`src/rtl/gpio_bank_pkg.sv`:
```
package gpio_bank_pkg;

   // Function group index, taken from bus_addr[7:4]
   typedef enum logic [3:0] {
      GRP_DIR  = 4'd0,
      GRP_POL  = 4'd1,
      GRP_DATA = 4'd2,
      GRP_DSET = 4'd3,
      GRP_DCLR = 4'd4,
      GRP_RISE = 4'd5,
      GRP_FALL = 4'd6,
      GRP_HIGH = 4'd7,
      GRP_LOW  = 4'd8,
      GRP_STAT = 4'd9,
      GRP_EREC = 4'd10
   } grp_e;

   // Per-bank write strobes produced by the decoder
   typedef struct packed {
      logic dir;
      logic pol;
      logic data;
      logic dset;
      logic dclr;
      logic rise;
      logic fall;
      logic high;
      logic low;
      logic stat;
   } bank_wr_t;

   localparam int GRP_LSB  = 4;
   localparam int BANK_LSB = 2;

endpackage

```
`src/rtl/gpio_sync.sv`:
```
module gpio_sync #(
   parameter int W      = 32,
   parameter int STAGES = 2
) (
   input  logic         clk,
   input  logic         rst_n,
   input  logic [W-1:0] d,
   output logic [W-1:0] q
);
   generate
      if (STAGES < 2) begin : g_bad_stages
         $error("gpio_sync needs at least two stages");
      end
   endgenerate

   logic [W-1:0] stg [STAGES];

   always_ff @(posedge clk or negedge rst_n) begin
      if (!rst_n) begin
         for (int i = 0; i < STAGES; i++) stg[i] <= '0;
      end else begin
         stg[0] <= d;
         for (int i = 1; i < STAGES; i++) stg[i] <= stg[i-1];
      end
   end

   assign q = stg[STAGES-1];
endmodule

```
`src/rtl/gpio_addr_dec.sv`:
```
module gpio_addr_dec
   import gpio_bank_pkg::*;
#(
   parameter int NUM_BANKS = 3,
   parameter int ADDR_W    = 8
) (
   input  logic              bus_sel,
   input  logic              bus_we,
   input  logic [ADDR_W-1:0] bus_addr,
   output bank_wr_t          wr_strb [NUM_BANKS],
   output logic [3:0]        rd_grp,
   output logic [1:0]        rd_bank,
   output logic              rd_ok
);
   localparam int BANK_FIELD_MAX = 4;

   generate
      if (ADDR_W != 8) begin : g_bad_addr
         $error("gpio_addr_dec expects an 8-bit address");
      end
      if (NUM_BANKS < 1 || NUM_BANKS > BANK_FIELD_MAX) begin : g_bad_banks
         $error("bank count must fit the 2-bit bank field");
      end
   endgenerate

   logic       aligned;
   logic [3:0] grp;
   logic [1:0] bank;
   logic       bank_ok;

   assign aligned = (bus_addr[1:0] == 2'b00);
   assign grp     = bus_addr[GRP_LSB +: 4];
   assign bank    = bus_addr[BANK_LSB +: 2];
   assign bank_ok = (int'(bank) < NUM_BANKS);

   assign rd_grp  = grp;
   assign rd_bank = bank;
   assign rd_ok   = bus_sel && aligned && bank_ok;

   generate
      for (genvar b = 0; b < NUM_BANKS; b++) begin : g_strb
         logic hit;
         assign hit = bus_sel && bus_we && aligned && (int'(bank) == b);
         always_comb begin
            wr_strb[b]      = '0;
            wr_strb[b].dir  = hit && (grp == GRP_DIR);
            wr_strb[b].pol  = hit && (grp == GRP_POL);
            wr_strb[b].data = hit && (grp == GRP_DATA);
            wr_strb[b].dset = hit && (grp == GRP_DSET);
            wr_strb[b].dclr = hit && (grp == GRP_DCLR);
            wr_strb[b].rise = hit && (grp == GRP_RISE);
            wr_strb[b].fall = hit && (grp == GRP_FALL);
            wr_strb[b].high = hit && (grp == GRP_HIGH);
            wr_strb[b].low  = hit && (grp == GRP_LOW);
            wr_strb[b].stat = hit && (grp == GRP_STAT);
         end
      end
   endgenerate
endmodule

```
`src/rtl/gpio_bank_regs.sv`:
```
module gpio_bank_regs
   import gpio_bank_pkg::*;
#(
   parameter int W = 32
) (
   input  logic         clk,
   input  logic         rst_n,
   input  bank_wr_t     wr,
   input  logic [W-1:0] wdata,
   input  logic [W-1:0] pin_sync,
   output logic [W-1:0] dir_q,
   output logic [W-1:0] pol_q,
   output logic [W-1:0] dout_q,
   output logic [W-1:0] rise_q,
   output logic [W-1:0] fall_q,
   output logic [W-1:0] high_q,
   output logic [W-1:0] low_q,
   output logic [W-1:0] stat_q,
   output logic [W-1:0] erec_q,
   output logic [W-1:0] data_rd
);
   logic [W-1:0] sense, sense_prev;
   logic [W-1:0] edge_evt, lvl_evt, evt_any, clr_mask;

   assign sense    = pin_sync ^ pol_q;
   assign edge_evt = (sense & ~sense_prev & rise_q) | (~sense & sense_prev & fall_q);
   assign lvl_evt  = (sense & high_q) | (~sense & low_q);
   assign evt_any  = edge_evt | lvl_evt;
   assign clr_mask = wr.stat ? wdata : '0;
   assign data_rd  = (dir_q & dout_q) | (~dir_q & pin_sync);

   always_ff @(posedge clk or negedge rst_n) begin
      if (!rst_n) begin
         dir_q      <= '0;
         pol_q      <= '0;
         dout_q     <= '0;
         rise_q     <= '0;
         fall_q     <= '0;
         high_q     <= '0;
         low_q      <= '0;
         stat_q     <= '0;
         erec_q     <= '0;
         sense_prev <= '0;
      end else begin
         sense_prev <= sense;
         if (wr.dir)  dir_q  <= wdata;
         if (wr.pol)  pol_q  <= wdata;
         if (wr.rise) rise_q <= wdata;
         if (wr.fall) fall_q <= wdata;
         if (wr.high) high_q <= wdata;
         if (wr.low)  low_q  <= wdata;
         if (wr.data)      dout_q <= wdata;
         else if (wr.dset) dout_q <= dout_q | wdata;
         else if (wr.dclr) dout_q <= dout_q & ~wdata;
         stat_q <= (stat_q & ~clr_mask) | evt_any;
         erec_q <= (erec_q & ~clr_mask) | edge_evt;
      end
   end

   AST_SET_RAISES: assert property (@(posedge clk) disable iff (!rst_n)
      $past(wr.dset) |-> ((dout_q & $past(wdata)) == $past(wdata)));
   AST_CLR_LOWERS: assert property (@(posedge clk) disable iff (!rst_n)
      $past(wr.dclr) |-> ((dout_q & $past(wdata)) == '0));
   AST_STAT_STICKY: assert property (@(posedge clk) disable iff (!rst_n)
      !$past(wr.stat) |-> ((stat_q & $past(stat_q)) == $past(stat_q)));
   AST_STAT_W1C: assert property (@(posedge clk) disable iff (!rst_n)
      $past(wr.stat) |-> ((stat_q & $past(wdata) & ~$past(evt_any)) == '0));
   AST_EREC_IN_STAT: assert property (@(posedge clk) disable iff (!rst_n)
      ((erec_q & ~stat_q) == '0));
endmodule

```
`src/rtl/gpio_irq_merge.sv`:
```
module gpio_irq_merge #(
   parameter int N       = 96,
   parameter bit IRQ_REG = 1'b0
) (
   input  logic         clk,
   input  logic         rst_n,
   input  logic [N-1:0] stat_all,
   output logic         irq
);
   logic any_set;
   assign any_set = |stat_all;

   generate
      if (IRQ_REG) begin : g_flop
         always_ff @(posedge clk or negedge rst_n) begin
            if (!rst_n) irq <= 1'b0;
            else        irq <= any_set;
         end
      end else begin : g_comb
         logic unused_clk;
         assign unused_clk = clk ^ rst_n;
         assign irq = any_set;
      end
   endgenerate
endmodule

```
`src/rtl/banked_gpio_ctrl.sv`:
```
module banked_gpio_ctrl
   import gpio_bank_pkg::*;
#(
   parameter int NUM_BANKS   = 3,
   parameter int BANK_W      = 32,
   parameter int ADDR_W      = 8,
   parameter int SYNC_STAGES = 2,
   parameter bit IRQ_REG     = 1'b0
) (
   input  logic                        clk,
   input  logic                        rst_n,
   input  logic                        bus_sel,
   input  logic                        bus_we,
   input  logic [ADDR_W-1:0]           bus_addr,
   input  logic [BANK_W-1:0]           bus_wdata,
   output logic [BANK_W-1:0]           bus_rdata,
   input  logic [NUM_BANKS*BANK_W-1:0] pin_in,
   output logic [NUM_BANKS*BANK_W-1:0] pin_out,
   output logic [NUM_BANKS*BANK_W-1:0] pin_oe,
   output logic                        irq
);
   localparam int NPINS = NUM_BANKS * BANK_W;

   generate
      if (BANK_W != 32) begin : g_bad_width
         $error("bank width must equal the 32-bit bus word");
      end
   endgenerate

   bank_wr_t          wr_strb [NUM_BANKS];
   logic [3:0]        rd_grp;
   logic [1:0]        rd_bank;
   logic              rd_ok;
   logic [NPINS-1:0]  pin_sync;
   logic [NPINS-1:0]  stat_all;
   logic [BANK_W-1:0] rd_word [NUM_BANKS];

   gpio_addr_dec #(.NUM_BANKS(NUM_BANKS), .ADDR_W(ADDR_W)) u_dec (
      .bus_sel (bus_sel),
      .bus_we  (bus_we),
      .bus_addr(bus_addr),
      .wr_strb (wr_strb),
      .rd_grp  (rd_grp),
      .rd_bank (rd_bank),
      .rd_ok   (rd_ok)
   );

   gpio_sync #(.W(NPINS), .STAGES(SYNC_STAGES)) u_sync (
      .clk  (clk),
      .rst_n(rst_n),
      .d    (pin_in),
      .q    (pin_sync)
   );

   generate
      for (genvar b = 0; b < NUM_BANKS; b++) begin : g_bank
         logic [BANK_W-1:0] dir_q, pol_q, dout_q, rise_q, fall_q;
         logic [BANK_W-1:0] high_q, low_q, stat_q, erec_q, data_rd;

         gpio_bank_regs #(.W(BANK_W)) u_regs (
            .clk     (clk),
            .rst_n   (rst_n),
            .wr      (wr_strb[b]),
            .wdata   (bus_wdata),
            .pin_sync(pin_sync[b*BANK_W +: BANK_W]),
            .dir_q   (dir_q),
            .pol_q   (pol_q),
            .dout_q  (dout_q),
            .rise_q  (rise_q),
            .fall_q  (fall_q),
            .high_q  (high_q),
            .low_q   (low_q),
            .stat_q  (stat_q),
            .erec_q  (erec_q),
            .data_rd (data_rd)
         );

         assign pin_out[b*BANK_W +: BANK_W]  = dout_q;
         assign pin_oe[b*BANK_W +: BANK_W]   = dir_q;
         assign stat_all[b*BANK_W +: BANK_W] = stat_q;

         always_comb begin
            case (rd_grp)
               GRP_DIR:  rd_word[b] = dir_q;
               GRP_POL:  rd_word[b] = pol_q;
               GRP_DATA: rd_word[b] = data_rd;
               GRP_RISE: rd_word[b] = rise_q;
               GRP_FALL: rd_word[b] = fall_q;
               GRP_HIGH: rd_word[b] = high_q;
               GRP_LOW:  rd_word[b] = low_q;
               GRP_STAT: rd_word[b] = stat_q;
               GRP_EREC: rd_word[b] = erec_q;
               default:  rd_word[b] = '0;
            endcase
         end
      end
   endgenerate

   always_comb begin
      bus_rdata = '0;
      for (int b = 0; b < NUM_BANKS; b++) begin
         if (rd_ok && (int'(rd_bank) == b)) bus_rdata = rd_word[b];
      end
   end

   gpio_irq_merge #(.N(NPINS), .IRQ_REG(IRQ_REG)) u_irq (
      .clk     (clk),
      .rst_n   (rst_n),
      .stat_all(stat_all),
      .irq     (irq)
   );

   generate
      if (!IRQ_REG) begin : g_irq_chk
         AST_IRQ_TRACKS_STATUS: assert property (@(posedge clk) disable iff (!rst_n)
            (irq == (stat_all != '0)));
      end
   endgenerate

   AST_OE_IDLE_AFTER_RESET: assert property (@(posedge clk) disable iff (!rst_n)
      $rose(rst_n) |-> (pin_oe == '0));
endmodule

```
`config.mk`:
```
export PLATFORM = sky130hd
export DESIGN_NAME = banked_gpio_ctrl
export DESIGN_NICKNAME = d
export VERILOG_FILES = /design/src/rtl/gpio_bank_pkg.sv /design/src/rtl/gpio_sync.sv /design/src/rtl/gpio_addr_dec.sv /design/src/rtl/gpio_bank_regs.sv /design/src/rtl/gpio_irq_merge.sv /design/src/rtl/banked_gpio_ctrl.sv
export SDC_FILE = /design/constraint.sdc
export NUM_CORES = 2
export LEC_CHECK = 0
export CORE_UTILIZATION = 40
export DETAILED_ROUTE_END_ITERATION = 10
export GPL_TIMING_DRIVEN = 0
export MAX_ROUTING_LAYER = met4
export PLACE_DENSITY_LB_ADDON = 0.2
export SYNTH_ARGS = -nofsm -noshare
export SYNTH_HDL_FRONTEND = slang
export SYNTH_SLANG_ARGS = --single-unit
```
`constraint.sdc`:
```
create_clock -name clk -period 6.68 [get_ports clk]
set_input_delay 1.002 -clock clk [delete_from_list [all_inputs] [get_ports clk]]
set_output_delay 1.002 -clock clk [all_outputs]
set_load 0.005 [all_outputs]
```
### After elaboration in Yosys (flattened, before gate mapping)

Index checks and enable logic that the tools add are counted.
W data, S select, Z words.

* flip-flop bits (word level): 1152
* input port bits: 140
* output and inout port bits: 225
* logic and storage cells: 180

* magnitude comparators: 1
* equal/unequal tests: 12
* mux-type cells: 18
* bitwise gates (word level): 70
* reductions and logical operators: 47

Operators by type and width (number)
* $and A32 B32 Y32: 33
* $pmux W32 S9: 3
* $or A32 B32 Y32: 21
* $mux W32: 15
* $not A32 Y32: 13
* $reduce_or A96 Y1: 1
* $xor A32 B32 Y32: 3
* $logic_and A1 B1 Y1: 40
* $eq A4 B3 Y1 const B: 4
* $eq A4 B4 Y1 const B: 3
* $reduce_bool A3 Y1: 3
* $eq A4 B2 Y1 const B: 2
* $eq A2 B2 Y1 const B: 2
* $eq A4 B1 Y1 const B: 1
* $logic_not A2 Y1: 2
* $logic_not A4 Y1: 1
* $lt A2 B2 Y1 const B: 1

### Longest topological paths before layout

* depth in word-level cells: 8
* depth in mapped cells: 10
* depth with buffers taken out: 5

### By module

From an unflattened synthesis, not the netlist that was laid out.

* cells, all modules: 4316
* area total of the unflattened synthesis: 52897.0 sq um

Modules (own cells, without submodules)
* gpio_bank_regs: times used 3, cells an instance 967, area each 13101.3 sq um, seq. area each 8007.7 sq um
* banked_gpio_ctrl: times used 1, cells an instance 1036, area each 7443.4 sq um, seq. area each 0.0 sq um
* gpio_sync: times used 1, cells an instance 288, area each 5525.3 sq um, seq. area each 4804.6 sq um
* gpio_addr_dec: times used 1, cells an instance 58, area each 416.6 sq um, seq. area each 0.0 sq um
* gpio_irq_merge: times used 1, cells an instance 33, area each 207.7 sq um, seq. area each 0.0 sq um

### Least setup slack after synthesis

OpenSTA, ideal clock, no wires.

* kind: input port to output port
* start: input bus_addr[6]
* end: output bus_rdata[0]
* arrival time: 2.658 ns
* data required time: 5.678 ns
* path slack: 3.020 ns
* cell stages on the path: 9
* path buffers: 5
* cells stage by stage: buf_2 buf_4 buf_4 buf_2 buf_2 mux2i_1 o21ai_0 o41ai_1 o211ai_1

* word-level cells in the longest chain between the ends: 5
* elaborated cells between the ends (all ways): 15
* classes of those cells: eq/ne: 8; mux: 6; reduce/logical: 1

Ends and longest elaborated chain
* from (decl): RTL line banked_gpio_ctrl.sv:14 `input logic [ADDR_W-1:0] bus_addr,`
* $eq A4 B4 Y1 (tied with other cells): RTL line banked_gpio_ctrl.sv:83 `case (rd_grp)`
* $pmux W32 S9: RTL line banked_gpio_ctrl.sv:83
* $mux W32 (2 in a row): RTL line banked_gpio_ctrl.sv:102 `if (rd_ok && (int'(rd_bank) == b)) bus_rdata = rd_word[b];`
* $mux W32 (*): RTL line banked_gpio_ctrl.sv:102
* to (decl): RTL line banked_gpio_ctrl.sv:16 `output logic [BANK_W-1:0] bus_rdata,`

Mark *: on every way between the ends. The rest lies on a longest branch, timed or not.

### Final worst setup path

* start: input bus_addr[2]
* end: output bus_rdata[21]

* word-level cells in the longest chain between the ends: 6
* elaborated cells between the ends (all ways): 11
* classes of those cells: order compare: 1; eq/ne: 2; mux: 3; reduce/logical: 5

Ends and longest elaborated chain
* $lt A2 B2 Y1: RTL line gpio_addr_dec.sv:34 `assign bank_ok = (int'(bank) < NUM_BANKS);`
* $logic_and A1 B1 Y1: RTL line gpio_addr_dec.sv:38 `assign rd_ok = bus_sel && aligned && bank_ok;`
* $logic_and A1 B1 Y1: RTL line banked_gpio_ctrl.sv:102
* $mux W32 (2 in a row): RTL line banked_gpio_ctrl.sv:102
* $mux W32 (*): RTL line banked_gpio_ctrl.sv:102

Marked as above.

==> metrics.txt <==
initial antenna violation count=32; Nets=4743; Final Wtd Congestion=1.022; Total GRT Usage=37.96%; Non-Filler Instances=6375; Yosys cell types=73; area leader, netlist=dfrtp_1; vias in the first global route=39.45k; area fraction of the dominant cell type after synthesis=between 50% and 60%; placed cells=6114; crit-path max FO=10; vias per inst=6.453; # IOs=approximately 370; num rows=130; fin crit share=103.3%; H-tree depth=4; Setup CP Type=input pin to output pin; Clock Sinks=1152; Starting Density=40.38%; Mapped Cells=4115; ANT nets after route=0; Worst Path Required=5.68 ns; Core ar.=0.1257 sq mm; global-route wire length before repair=322500 um; EDFF count, synth=0; Startpoint Class=input pin; number of hold buffers added after cts=0; GRT overflow=0; Hold Crit Class=input pin to asynchronous set/reset pin; Place WS=-0.4563 ns; DRC violations left=0; Setup crit end kind=output pin; hold violation total from the final report=0; setup bufs post-CTS=0; Power Density=289.8 mW/mm^2; worst vdd ir=0.0002412 V; clock period minus worst slack=roughly 7 ns; final setup fails=12; maximum root-to-sink buffer count=3; Synth Flop Type=dfrtp_1; DRT iter0 DRCs=5957; Syn Area/Cell=approximately 12 sq um; largest net degree at the start of global routing=around 180; hold_ws=~0.17 ns; Post-synth ARST share=100.0%; Synth Register Bits=~1.2k; WL/cell=37.37 um; die width=358.3 um; Max Slew Vio Count=88; fin area=around 0.061 sq mm; Layout Utilization=48.66%; vias=41.14k; worst slew pin tran=1.712 ns; die span in y=358.3 um; leakage power=28.01 nW; DIE AREA=~0.13 sq mm; final wirelength=238200 um; Rel. slew slack=-14.17%; outcome=complete, but fails checks; clk root buf=clkbuf_16; CTS Buf Count=136; layout cells sized above 1=23.69%; Synth area leaders=dfrtp_1, mux2_2, nand2_1; failing checks=max-capacitance violations, max-slew violations, negative setup slack; Crit path arrival time=5.90 ns; RSZ-0062 raised after global routing=no; mapped cell area=0.05077 sq mm; # Max-Cap Violations=8; hpwl dp=161900 um; Area growth syn-to-layout=20.49%; CTS tree=done; clock latency on the worst-skew pair=0.82 ns; final worst slack=-0.2174 ns; area post-placement=0.05657 sq mm; syn_nets=4255; buffers added on ports=331; Final Skew=roughly 0.04 ns; FMAX=145.0 MHz; post-synthesis sequential area ratio=56.78%; Ys Warns=0; clock transition at the registers of the reported paths=0.06 ns; Pre-antenna DRT Iters=9
==> cells in the final DEF, fill, tap and decap left out, drive strengths merged, types with 97 or more instances in the layout <==
| cell type | netlist | layout |
|---|---|---|
| o21ai | 170 | 170 |
| o22ai | 149 | 149 |
| clkdlybuf4s50 | 0 | 330 |
| nand2 | 422 | 422 |
| dfrtp | 1152 | 1152 |
| buf | 141 | 157 |
| nor2 | 104 | 104 |
| mux2i | 107 | 107 |
| mux2 | 712 | 712 |
| a21o | 97 | 97 |
| a22oi | 171 | 171 |
| clkbuf | 185 | 378 |
==> power by group <==
part / switching [mW] / internal, mW
logic: 1.04 / 0.788
clock network: 3.20 / 4.40
registers: 0.665 / 7.64
total: 4.90 / 12.8
==> worst max-delay path, cell delays in order <==
cell	delay, ns
clkdlybuf4s50_1	0.70
and3b_1	0.47
buf_2	0.25
clkbuf_1	0.99
clkbuf_2	0.85
nand4_1	0.16
o21ai_0	0.70
a21oi_1	0.22
clkdlybuf4s50_1	0.51
==> cell usage after synthesis (all sizes together) (11+ instances only) <==
master,instances
a211o,96
a21o,97
a21oi,44
a221o,12
a221oi,24
a222oi,17
a22o,85
a22oi,171
a31oi,11
buf,141
clkbuf,185
dfrtp,1152
inv,17
mux2,712
mux2i,107
nand2,422
nand2b,11
nand3,23
nand3b,14
nand4,12
nor2,104
nor2b,11
nor3,12
nor3b,13
nor4,27
o211ai,23
o21ai,170
o221ai,13
o22ai,149
o2bb2ai,14
o31ai,21
xor2,96
==> layout make-up <==
type,instances,area [sq um]
clock buffers,191,3933
repair buffers,350,3696
inverters,17,63.81
multi-input cells,2620,20550
flip-flops and latches,1152,28830
diodes,27,67.56
clock inverters,42,540.5
fillers,11280,64560
plain buffers,326,1436
well taps,1650,2064
==> flip-flops by register name (all words and copies together), names as in the netlist, named ones only <==
register	count
g_bank.u_regs.low_q	96
u_sync.q	96
g_bank.u_regs.sense_prev	96
g_bank.u_regs.fall_q	96
g_bank.u_regs.erec_q	96
g_bank.u_regs.high_q	96
g_bank.u_regs.dir_q	96
g_bank.u_regs.pol_q	96
g_bank.u_regs.stat_q	96
g_bank.u_regs.rise_q	96
u_sync.stg	96
==> per-layer routing <==
metal  wire length [um]  up-vias  track usage, %
met3              28170      769           12.09
met1              92940    21170           48.31
met4              16330        0           22.19
met5                  0        -               -
li1                   -    16220               -
met2             100800     2984           52.73
==> logic make-up after synthesis <==
kind of cell              after synthesis  share of synthesized area (%)
AOI/OAI and AO/OA                    1015                          14.48
xor gates and xnor gates               96                          1.656
buffers and inverters                 343                          2.851
DFF                                  1152                          56.78
muxes                                 824                          18.12
and+or+nand+nor                       685                          6.119
==> metrics by stage <==
step	power [mW]	setup TNS (ns)
after detailed placement	10.16	-4.059
after CTS	17.67	0
final	17.73	-0.9742
after global routing	18.16	0
after global placement	10.15	-
after floorplan	9.058	0
==> what timing repair did <==
item	4_1_cts	5_1_grt
gates resized for setup	7	11
gates cloned	0	0
setup endpoints to repair	15	16
==> final timing paths <==
check / from / end / slack [ns] / cells past startpoint
setup / recovery: bus_addr[2] / bus_rdata[21] / -0.22 / 9
hold / removal: rst_n / u_sync.stg[162] / 0.17 / 1
setup reg to reg: u_sync.q[77] / g_bank[2].u_regs.stat_q[13] / 4.97 / 3
hold reg to reg: u_sync.stg[120] / u_sync.q[24] / 0.33 / 0
max in group asynchronous: rst_n / u_sync.stg[143] / 4.37 / 3
min in group clk: u_sync.stg[120] / u_sync.q[24] / 0.33 / 0
Note: power is estimated with default switching activity, not from simulation.
